**config.mk**
```make
export PLATFORM = sky130hd
export DESIGN_NAME = preempt_dispatch
export DESIGN_NICKNAME = d
export VERILOG_FILES = /design/src/rtl/pd_pkg.sv /design/src/rtl/pd_prio_pick.sv /design/src/rtl/pd_flight.sv /design/src/rtl/pd_victim_hold.sv /design/src/rtl/preempt_dispatch.sv
export SDC_FILE = /design/constraint.sdc
export NUM_CORES = 1
export LEC_CHECK = 0
export ABC_CLOCK_PERIOD_IN_PS = 3100
export BUFFER_PORTS_ARGS = -buffer_cell sky130_fd_sc_hd__buf_2
export CAP_MARGIN = 0
export CORE_UTILIZATION = 49
export CTS_CLUSTER_SIZE = 10
export DETAILED_ROUTE_END_ITERATION = 6
export GPL_ROUTABILITY_DRIVEN = 1
export PLACE_DENSITY = 0.79
export SYNTH_ARGS = -nofsm -noshare
export SYNTH_HDL_FRONTEND = slang
export SYNTH_SLANG_ARGS = --single-unit
```
**constraint.sdc**
```tcl
create_clock -name clk -period 3.1 [get_ports clk]
set_clock_uncertainty 0.05 [all_clocks]
set_input_delay 0.31 -clock clk [delete_from_list [all_inputs] [get_ports clk]]
set_output_delay 0.31 -clock clk [all_outputs]
set_load 0.1 [all_outputs]
```
**src/rtl/pd_pkg.sv**
```systemverilog
package pd_pkg;

  // origin of the command currently held by the converter
  typedef enum logic [1:0] {
    SRC_NORMAL = 2'd0,
    SRC_Q0     = 2'd1,
    SRC_REPLAY = 2'd2
  } src_e;

  // isolate the lowest set bit of a request vector
  function automatic logic [31:0] pick_lowest(input logic [31:0] v);
    return v & (~v + 32'd1);
  endfunction

  // a command targets the local converter when its top bit is clear
  function automatic logic is_local(input logic top_bit);
    return ~top_bit;
  endfunction

endpackage

```
**src/rtl/pd_prio_pick.sv**
```systemverilog
module pd_prio_pick #(
  parameter int NQ = 4
) (
  input  logic [NQ-1:0] elig,
  output logic [NQ-1:0] grant,
  output logic          any
);
  import pd_pkg::*;

  logic [31:0] wide;

  always_comb begin
    wide  = pick_lowest(32'(elig));
    grant = wide[NQ-1:0];
    any   = |elig;
  end
endmodule

```
**src/rtl/pd_flight.sv**
```systemverilog
module pd_flight #(
  parameter int CW = 16
) (
  input  logic          clk,
  input  logic          rst_n,
  input  logic          issue,
  input  logic [CW-1:0] issue_cmd,
  input  pd_pkg::src_e  issue_src,
  input  logic          done,
  input  logic          abort,
  output logic          busy_o,
  output logic [CW-1:0] cmd_o,
  output pd_pkg::src_e  src_o
);
  import pd_pkg::*;

  always_ff @(posedge clk) begin
    if (!rst_n) begin
      busy_o <= 1'b0;
      cmd_o  <= '0;
      src_o  <= SRC_NORMAL;
    end else if (issue) begin
      busy_o <= 1'b1;
      cmd_o  <= issue_cmd;
      src_o  <= issue_src;
    end else if (done || abort) begin
      busy_o <= 1'b0;
    end
  end


  single_flight_chk: assert property (@(posedge clk) disable iff (!rst_n)
    issue |-> !busy_o);
endmodule

```
**src/rtl/pd_victim_hold.sv**
```systemverilog
module pd_victim_hold #(
  parameter int CW = 16
) (
  input  logic          clk,
  input  logic          rst_n,
  input  logic          capture,
  input  logic [CW-1:0] cap_cmd,
  input  logic          release_i,
  output logic          valid_o,
  output logic [CW-1:0] cmd_o
);
  always_ff @(posedge clk) begin
    if (!rst_n) begin
      valid_o <= 1'b0;
      cmd_o   <= '0;
    end else if (capture) begin
      valid_o <= 1'b1;
      cmd_o   <= cap_cmd;
    end else if (release_i) begin
      valid_o <= 1'b0;
    end
  end


  one_victim_chk: assert property (@(posedge clk) disable iff (!rst_n)
    capture |-> !valid_o);
endmodule

```
**src/rtl/preempt_dispatch.sv**
```systemverilog
module preempt_dispatch #(
  parameter int NQ = 4,
  parameter int CW = 16
) (
  input  logic             clk,
  input  logic             rst_n,
  input  logic [NQ-1:0]    req_valid,
  input  logic [NQ-1:0]    req_trig,
  input  logic [NQ-1:0]    req_eoq,
  input  logic [NQ*CW-1:0] req_cmd,
  input  logic             q0_abort_en,
  output logic [NQ-1:0]    req_pop,
  output logic             conv_issue,
  output logic [CW-1:0]    conv_cmd,
  input  logic             conv_busy,
  input  logic             conv_done,
  output logic             conv_abort
);
  import pd_pkg::*;

  localparam int TOP = CW - 1;

  logic [CW-1:0] cmd_a [NQ];
  logic [NQ-1:0] local_m;
  logic [NQ-1:0] elig;
  logic [NQ-1:0] grant;
  logic          grant_any;

  // named internal events
  logic          fl_busy;
  logic [CW-1:0] fl_cmd;
  src_e          fl_src;
  logic          hold_valid;
  logic [CW-1:0] hold_cmd;
  logic          urgent_q;
  logic          free_slot;
  logic          q0_elig;
  logic          abort_fire;
  logic          take_q0_urgent;
  logic          take_replay;
  logic          take_normal;
  logic          urgent_end;
  logic [CW-1:0] pick_cmd;
  src_e          issue_src;

  for (genvar i = 0; i < NQ; i++) begin : g_unpack
    assign cmd_a[i]   = req_cmd[i*CW +: CW];
    assign local_m[i] = is_local(cmd_a[i][TOP]);

    no_remote_pop_chk: assert property (@(posedge clk) disable iff (!rst_n)
      req_pop[i] |-> !cmd_a[i][TOP]);
  end

  assign elig = req_valid & req_trig & local_m;

  pd_prio_pick #(.NQ(NQ)) u_pick (
    .elig  (elig),
    .grant (grant),
    .any   (grant_any)
  );

  always_comb begin
    q0_elig        = elig[0];
    free_slot      = rst_n && !fl_busy && !conv_busy;
    abort_fire     = rst_n && fl_busy && (fl_src == SRC_NORMAL) && !conv_done
                     && q0_abort_en && q0_elig && !hold_valid;
    take_q0_urgent = free_slot && urgent_q && q0_elig;
    take_replay    = free_slot && hold_valid && !take_q0_urgent;
    take_normal    = free_slot && !take_q0_urgent && !take_replay && grant_any;
    urgent_end     = (take_q0_urgent && req_eoq[0]) ||
                     (free_slot && urgent_q && !q0_elig);

    if (take_q0_urgent)   req_pop = NQ'(1);
    else if (take_normal) req_pop = grant;
    else                  req_pop = '0;

    pick_cmd = '0;
    for (int i = 0; i < NQ; i++)
      if (req_pop[i]) pick_cmd = pick_cmd | cmd_a[i];

    conv_issue = take_q0_urgent || take_replay || take_normal;
    conv_cmd   = take_replay ? hold_cmd : pick_cmd;
    conv_abort = abort_fire;

    if (take_replay)     issue_src = SRC_REPLAY;
    else if (req_pop[0]) issue_src = SRC_Q0;
    else                 issue_src = SRC_NORMAL;
  end

  always_ff @(posedge clk) begin
    if (!rst_n)          urgent_q <= 1'b0;
    else if (abort_fire) urgent_q <= 1'b1;
    else if (urgent_end) urgent_q <= 1'b0;
  end

  pd_flight #(.CW(CW)) u_flight (
    .clk       (clk),
    .rst_n     (rst_n),
    .issue     (conv_issue),
    .issue_cmd (conv_cmd),
    .issue_src (issue_src),
    .done      (conv_done),
    .abort     (abort_fire),
    .busy_o    (fl_busy),
    .cmd_o     (fl_cmd),
    .src_o     (fl_src)
  );

  pd_victim_hold #(.CW(CW)) u_hold (
    .clk       (clk),
    .rst_n     (rst_n),
    .capture   (abort_fire),
    .cap_cmd   (fl_cmd),
    .release_i (take_replay),
    .valid_o   (hold_valid),
    .cmd_o     (hold_cmd)
  );


  reset_quiet_chk: assert property (@(posedge clk)
    !rst_n |-> (!conv_issue && !conv_abort && req_pop == '0));

  issue_when_free_chk: assert property (@(posedge clk) disable iff (!rst_n)
    conv_issue |-> !conv_busy);

  pop_onehot_chk: assert property (@(posedge clk) disable iff (!rst_n)
    $onehot0(req_pop) && (req_pop != '0 -> conv_issue));

  abort_no_issue_chk: assert property (@(posedge clk) disable iff (!rst_n)
    conv_abort |-> !conv_issue);

  no_abort_disabled_chk: assert property (@(posedge clk) disable iff (!rst_n)
    !q0_abort_en |-> !conv_abort);

  urgent_exclusive_chk: assert property (@(posedge clk) disable iff (!rst_n)
    (urgent_q && conv_issue) |-> (req_pop == NQ'(1) || req_pop == '0));

  replay_first_chk: assert property (@(posedge clk) disable iff (!rst_n)
    (hold_valid && !urgent_q && conv_issue) |-> req_pop == '0);

  abort_pulse_chk: assert property (@(posedge clk) disable iff (!rst_n)
    conv_abort |=> !conv_abort);
endmodule

```
==> reports/results.ini, run 1 <==
[power_and_ir_drop]
finalPower_mw = 1.11
leakage_nw = 1.45
ir_drop_uv = 198
p_per_area_nw_per_um2 = 332

[floorplan]
ios = 103
die_area_um2 = 5460
fp.dieW_um = 73.9
initial_utilization = 0.522
rows = 25
core_area_um2 = 4850
die_h_um = 73.9

[worst_setup_path]
path_delay_family = simple AND/OR/NAND/NOR gates
worstPathRequired_ns = 2.74
worstSetupEndpointType = output port
worstSetupStartpointType = register
path_buf_inv = 2
critical_path.max_stage_delay_ns = 0.53
crit_slowest_cell = or3b_1
cp_cell_sequence = or3b_1 > nor4b_4 > buf_4 > a32oi_1 > a21oi_2 > buf_2
worstSetupPathType = register to output port
cp.arrival_ns = 2.58
crit_fanout = 7

[final_layout]
post_route_cells_drive_above_1_share = 0.339
area_delta_synth_final_pct = 31.5
fin_cells = 498
nNetsFinal = 511
diodes = 0

[sta]
hold_viol_final = 0
tightest_slew_ns = 0.679
maxSlewViolCount = 0
whs_ns = 0.215
setup_viol = 0
rsz0062_at_grt = no
setup_tns_ns = 0
fin_crit_ns = 2.94
fmax_mhz = 340
timing.final.ws_setup_ns = 0.158
slew-limit-headroom = 0.547
fin_crit_sh = 0.949

[global_route]
grt_max_degree = 40
globalRouteTotalUtil = 0.277
grt-busiest-layer = met2
grtUsageMet1 = 0.353
antenna_found_initial = 0
grt_use_met2 = 0.473
grt_pass1_vias = 2497
grt_pass1_wl_um = 11500
overflow = 0
met3_usage = 0.0535

[place]
place.gp.congestion = 0.792
io_buffers = 99
dpl.cell_count = 490
post-dp-hpwl_um = 5340
place_ws_ns = 0.426

[cts]
max-clock-path-buffers = 2
clk-insertion-delay-late_ns = 0.29
cts_setup_buffers = 0
post_cts_resized = 0
clk_pin_slew_ns = 0.07
htreeDepth = 2
root_buffer = clkbuf_8
cts.sinks = 37
numCtsBuffers = 5
cts_tree = built
cts_hold_buf = 0

[synthesis]
mappedNetlistArea_um2 = 2530
syn_nets = 419
yosysWarnings = 0
yosysTopAreaCell = dfxtp_1
synth.most_common_cell = nor2_1
yosys_most_used_dff = dfxtp_1
yosys-top-cells-count = nor2_1, dfxtp_1, a21oi_1, clkbuf_1
synth_top_area_frac = 0.292
syn_avg_cell_area_um2 = 7.49
synth_cells = 338
synth_seq_cells = 37
synth_area_leaders = dfxtp_1, nor2_1, a21oi_1
yosys.cell_types.count = 32
synth-seq-area-share = 0.292
async_reset_ff_frac = 0
synth_edf_count = 0

[min_path]
hold_class = input pin to register

[route]
drt-initial-drc-count = 147
drc = 0
finalWirelength_um = 7490
routedWlPerCell_um = 15.0
num_vias = 2931
via_per_inst = 5.89
postRouteAntennaNets = 0
drt-pass1-iter-count = 5

[flow_run]
drv_cap = 0

[status]
status = finished clean

[layout by cell type (no fill, tap or decap), types with 2 or more instances in the layout]
master / instances
a22o_1: 15
buf_2: 95
a32oi_1: 15
buf_4: 20
nand3b_1: 3
clkinv_2: 2
mux2i_1: 16
and3b_1: 3
nor2b_1: 19
a21oi_2: 15
nor4_1: 15
nand3_1: 17
buf_12: 4
nand2b_1: 16
a21oi_1: 18
clkbuf_8: 5
dfxtp_1: 37
nand2_1: 19
o221ai_1: 15
nor4b_4: 2
o21ai_0: 17
nor2_1: 49
[worst min-delay path, cell delays in order]
cell     delay (ns)
buf_2          0.08
a32oi_1        0.07
nand3_1        0.07
[kinds of logic (layout without fill, tap and decap cells)]
| family | Yosys count | count (layout) | share of synthesized area |
|---|---|---|---|
| AND/OR/NAND/NOR | 151 | 151 | 0.318 |
| AO/OA/AOI/OAI | 99 | 99 | 0.267 |
| flip-flops | 37 | 37 | 0.292 |
| buffers and inverters | 35 | 128 | 0.0593 |
| multiplexers | 16 | 16 | 0.0632 |
[flip-flops by register name (all words and copies together) (netlist names)]
name and flops:
u_hold.cmd_o 16, u_flight.cmd_o 16, u_hold.valid_o 1, u_flight.busy_o 1, urgent_q 1, u_flight.src_o 2
[final cells by class]
class	instances	area, µm²
Multi-Input combinational cell	266	1710
Fill cell	396	1520
Sequential cell	37	741
Timing Repair Buffer	119	706
Tap cell	67	83.8
Clock buffer	6	72.6
Clock inverter	2	10.0
Inverter	1	3.75
[metal layers]
metal	routed length, µm	vias up
li1	-	1427
met1	3320	1367
met2	3580	130
met3	511	7
met4	74	0
met5	0	-
[where the power goes]
part / internal, mW / switching, mW
Sequential: 0.501 / 0.0128
Combinational: 0.102 / 0.169
Clock: 0.156 / 0.167
[per-stage QoR]
step	utilization	area [µm²]
6_report	0.687	3330
3_5_place_dp	0.670	3250
4_1_cts	0.687	3330
5_1_grt	0.687	3330
3_3_place_gp	0.670	3250
2_1_floorplan	-	2590
[final timing paths]
check	start	depth (start not counted)	slack [ns]	endpoint
setup / recovery	u_flight.busy_o	6	0.16	conv_cmd[4]
hold / removal	req_cmd[17]	3	0.22	u_flight.cmd_o[1]
setup reg to reg	u_hold.valid_o	6	0.83	u_hold.cmd_o[4]
hold reg to reg	u_flight.src_o[1]	2	0.41	u_flight.src_o[1]
(Power assumes the default switching activity.)
==> run 2, diff against run 1 <==
--- a/config.mk
+++ b/config.mk
@@ -8,11 +8,12 @@
 export ABC_CLOCK_PERIOD_IN_PS = 3100
 export BUFFER_PORTS_ARGS = -buffer_cell sky130_fd_sc_hd__buf_2
 export CAP_MARGIN = 0
-export CORE_UTILIZATION = 49
+export CORE_UTILIZATION = 50
 export CTS_CLUSTER_SIZE = 10
 export DETAILED_ROUTE_END_ITERATION = 6
 export GPL_ROUTABILITY_DRIVEN = 1
-export PLACE_DENSITY = 0.79
+export PLACE_DENSITY = 0.8
+export RECOVER_POWER = 50
 export SYNTH_ARGS = -nofsm -noshare
 export SYNTH_HDL_FRONTEND = slang
 export SYNTH_SLANG_ARGS = --single-unit
==> run 2 against run 1 <==
  * Total power is 3.1% higher
  * Non-clock buffer count fell by 1
  * Wire length increased by 4.1%
  * Register-to-register slack worse by 0.51 ns
  * Sequential power about the same
  * Flip-flop and latch count did not move
  * Hold slack is essentially flat
  * Critical path depth decreased by 2
  * Die area fell by 2.0%
  * Global-route usage increased by 2.4 points
  * Final cell count is 0.40% lower
  * Largest cell class unchanged
==> reports/results.ini, run 2 (same netlist as run 1, synthesis figures left out) <==
[global_route]
grt_max_degree = 40
overflow = 0
antenna_found_initial = 0
globalRouteTotalUtil = 0.300
grt_pass1_vias = 2749
grt_pass1_wl_um = 12500

[worst_setup_path]
worstPathRequired_ns = 2.74
crit_slowest_cell = dfxtp_1
r2r-start = u_hold.valid_o
rr_endpoint = u_hold.cmd_o[0]
worstSetupEndpointType = output port
worstSetupStartpointType = register
worstSetupPathType = register to output port
crit_fanout = 23
r2r_setup_slack_ns = 0.32
cp.arrival_ns = 2.45
cp_cell_sequence = buf_4 > or3_1 > nor4_1 > buf_2
critical_path.max_stage_delay_ns = 0.56
rr_worst_depth = 6

[final_layout]
nNetsFinal = 510
mostFrequentLayoutCells = buf_2, nor2_1, dfxtp_1
post_route_cells_drive_above_1_share = 0.331
area_delta_synth_final_pct = 36.9
final_common_cell = buf_2
diodes = 0
top_regs = u_flight.cmd_o (16), u_hold.cmd_o (16), u_flight.src_o (2)

[floorplan]
fp.dieW_um = 73.2
initial_utilization = 0.529
ios = 103
core_area_um2 = 4790
die_area_um2 = 5350
rows = 25
die_h_um = 73.2

[route]
via_per_inst = 5.99
routedWlPerCell_um = 15.7
finalWirelength_um = 7790
drc = 0
drt-pass1-iter-count = 4
drt-initial-drc-count = 246
postRouteAntennaNets = 0
num_vias = 2971

[min_path]
worstHoldStart = req_cmd[23]
hold_class = input pin to register
holdPathStages = 3
whs_endpoint = u_flight.cmd_o[7]

[power_and_ir_drop]
p_per_area_nw_per_um2 = 329
ir_drop_uv = 193
leakage_nw = 1.47

[flow_run]
drv_cap = 0

[cts]
post_cts_resized = 0
clk_pin_slew_ns = 0.07
root_buffer = clkbuf_8
numCtsBuffers = 5
max-clock-path-buffers = 2
cts.sinks = 37
htreeDepth = 2
cts_tree = built
cts_hold_buf = 0
cts_setup_buffers = 0
clk-insertion-delay-late_ns = 0.29

[place]
post-dp-hpwl_um = 5430
place_ws_ns = 0.596
io_buffers = 99
place.gp.congestion = 0.813

[sta]
fin_crit_ns = 2.81
hold_viol_final = 0
fmax_mhz = 356
fin_crit_sh = 0.906
whs_ns = 0.216
tightest_slew_ns = 1.15
rsz0062_at_grt = no
setup_tns_ns = 0
setup_viol = 0
maxSlewViolCount = 0
timing.final.ws_setup_ns = 0.290
slew-limit-headroom = 0.235

[status]
status = finished clean

[run 2: cell types whose count changed in the layout (fill, tap and decap cells not counted), sizes merged]
| cell | delta |
|---|---|
| clkinv | -2 |
| buf | -3 |
| clkbuf | +3 |
[run 2: how the worst max path moves through the flow]
| stage | startpoint | to | slack (ns) | cells past startpoint |
|---|---|---|---|---|
| finish | u_hold.valid_o | conv_abort | 0.29 | 4 |
| global route | u_hold.valid_o | u_hold.cmd_o[15] | 0.19 | 6 |
| CTS | u_flight.busy_o | conv_cmd[5] | 0.35 | 6 |
| detailed placement | conv_busy | conv_cmd[5] | 0.60 | 7 |
| global placement | conv_busy | conv_cmd[5] | 0.60 | 7 |
| floorplan | req_cmd[31] | u_flight.src_o[1] | 0.14 | 5 |
[run 2: metrics by stage]
step	instance area, µm²	std cells	power [mW]	util
final	3470	496	1.14	0.724
after global routing	3470	496	1.18	0.724
after CTS	3480	496	1.14	0.727
after detailed placement	3390	489	0.809	0.708
after global placement	3390	489	0.802	0.708
after floorplan	2590	338	0.698	-
[run 2: worst max-delay path, delay by kind of cell, from the launching register on]
family	cells	cell delay, ns
flops	1	0.56
buf+inv	2	0.85
simple gates	2	0.75
[run 2: final cells by class]
cell class	count	area [µm²]
multi-input cells	266	1710
fillers	374	1320
repair buffers	118	845
flip-flops and latches	37	741
clock buffers	7	86.3
well taps	67	83.8
inverters	1	3.75
[run 2: metal layers]
layer  wire length [µm]  up-vias  share of wire  global-route usage
li1                   -     1428              -                   -
met1               3140     1368           0.40               0.362
met2               3760      159           0.48               0.509
met3                733       16          0.094              0.0580
met4                166        0          0.021               0.148
met5                  0        -              0                   0
[run 2: where the power goes]
part	internal, mW	switching, mW
clock network	0.176	0.163
logic	0.115	0.172
registers	0.501	0.0128
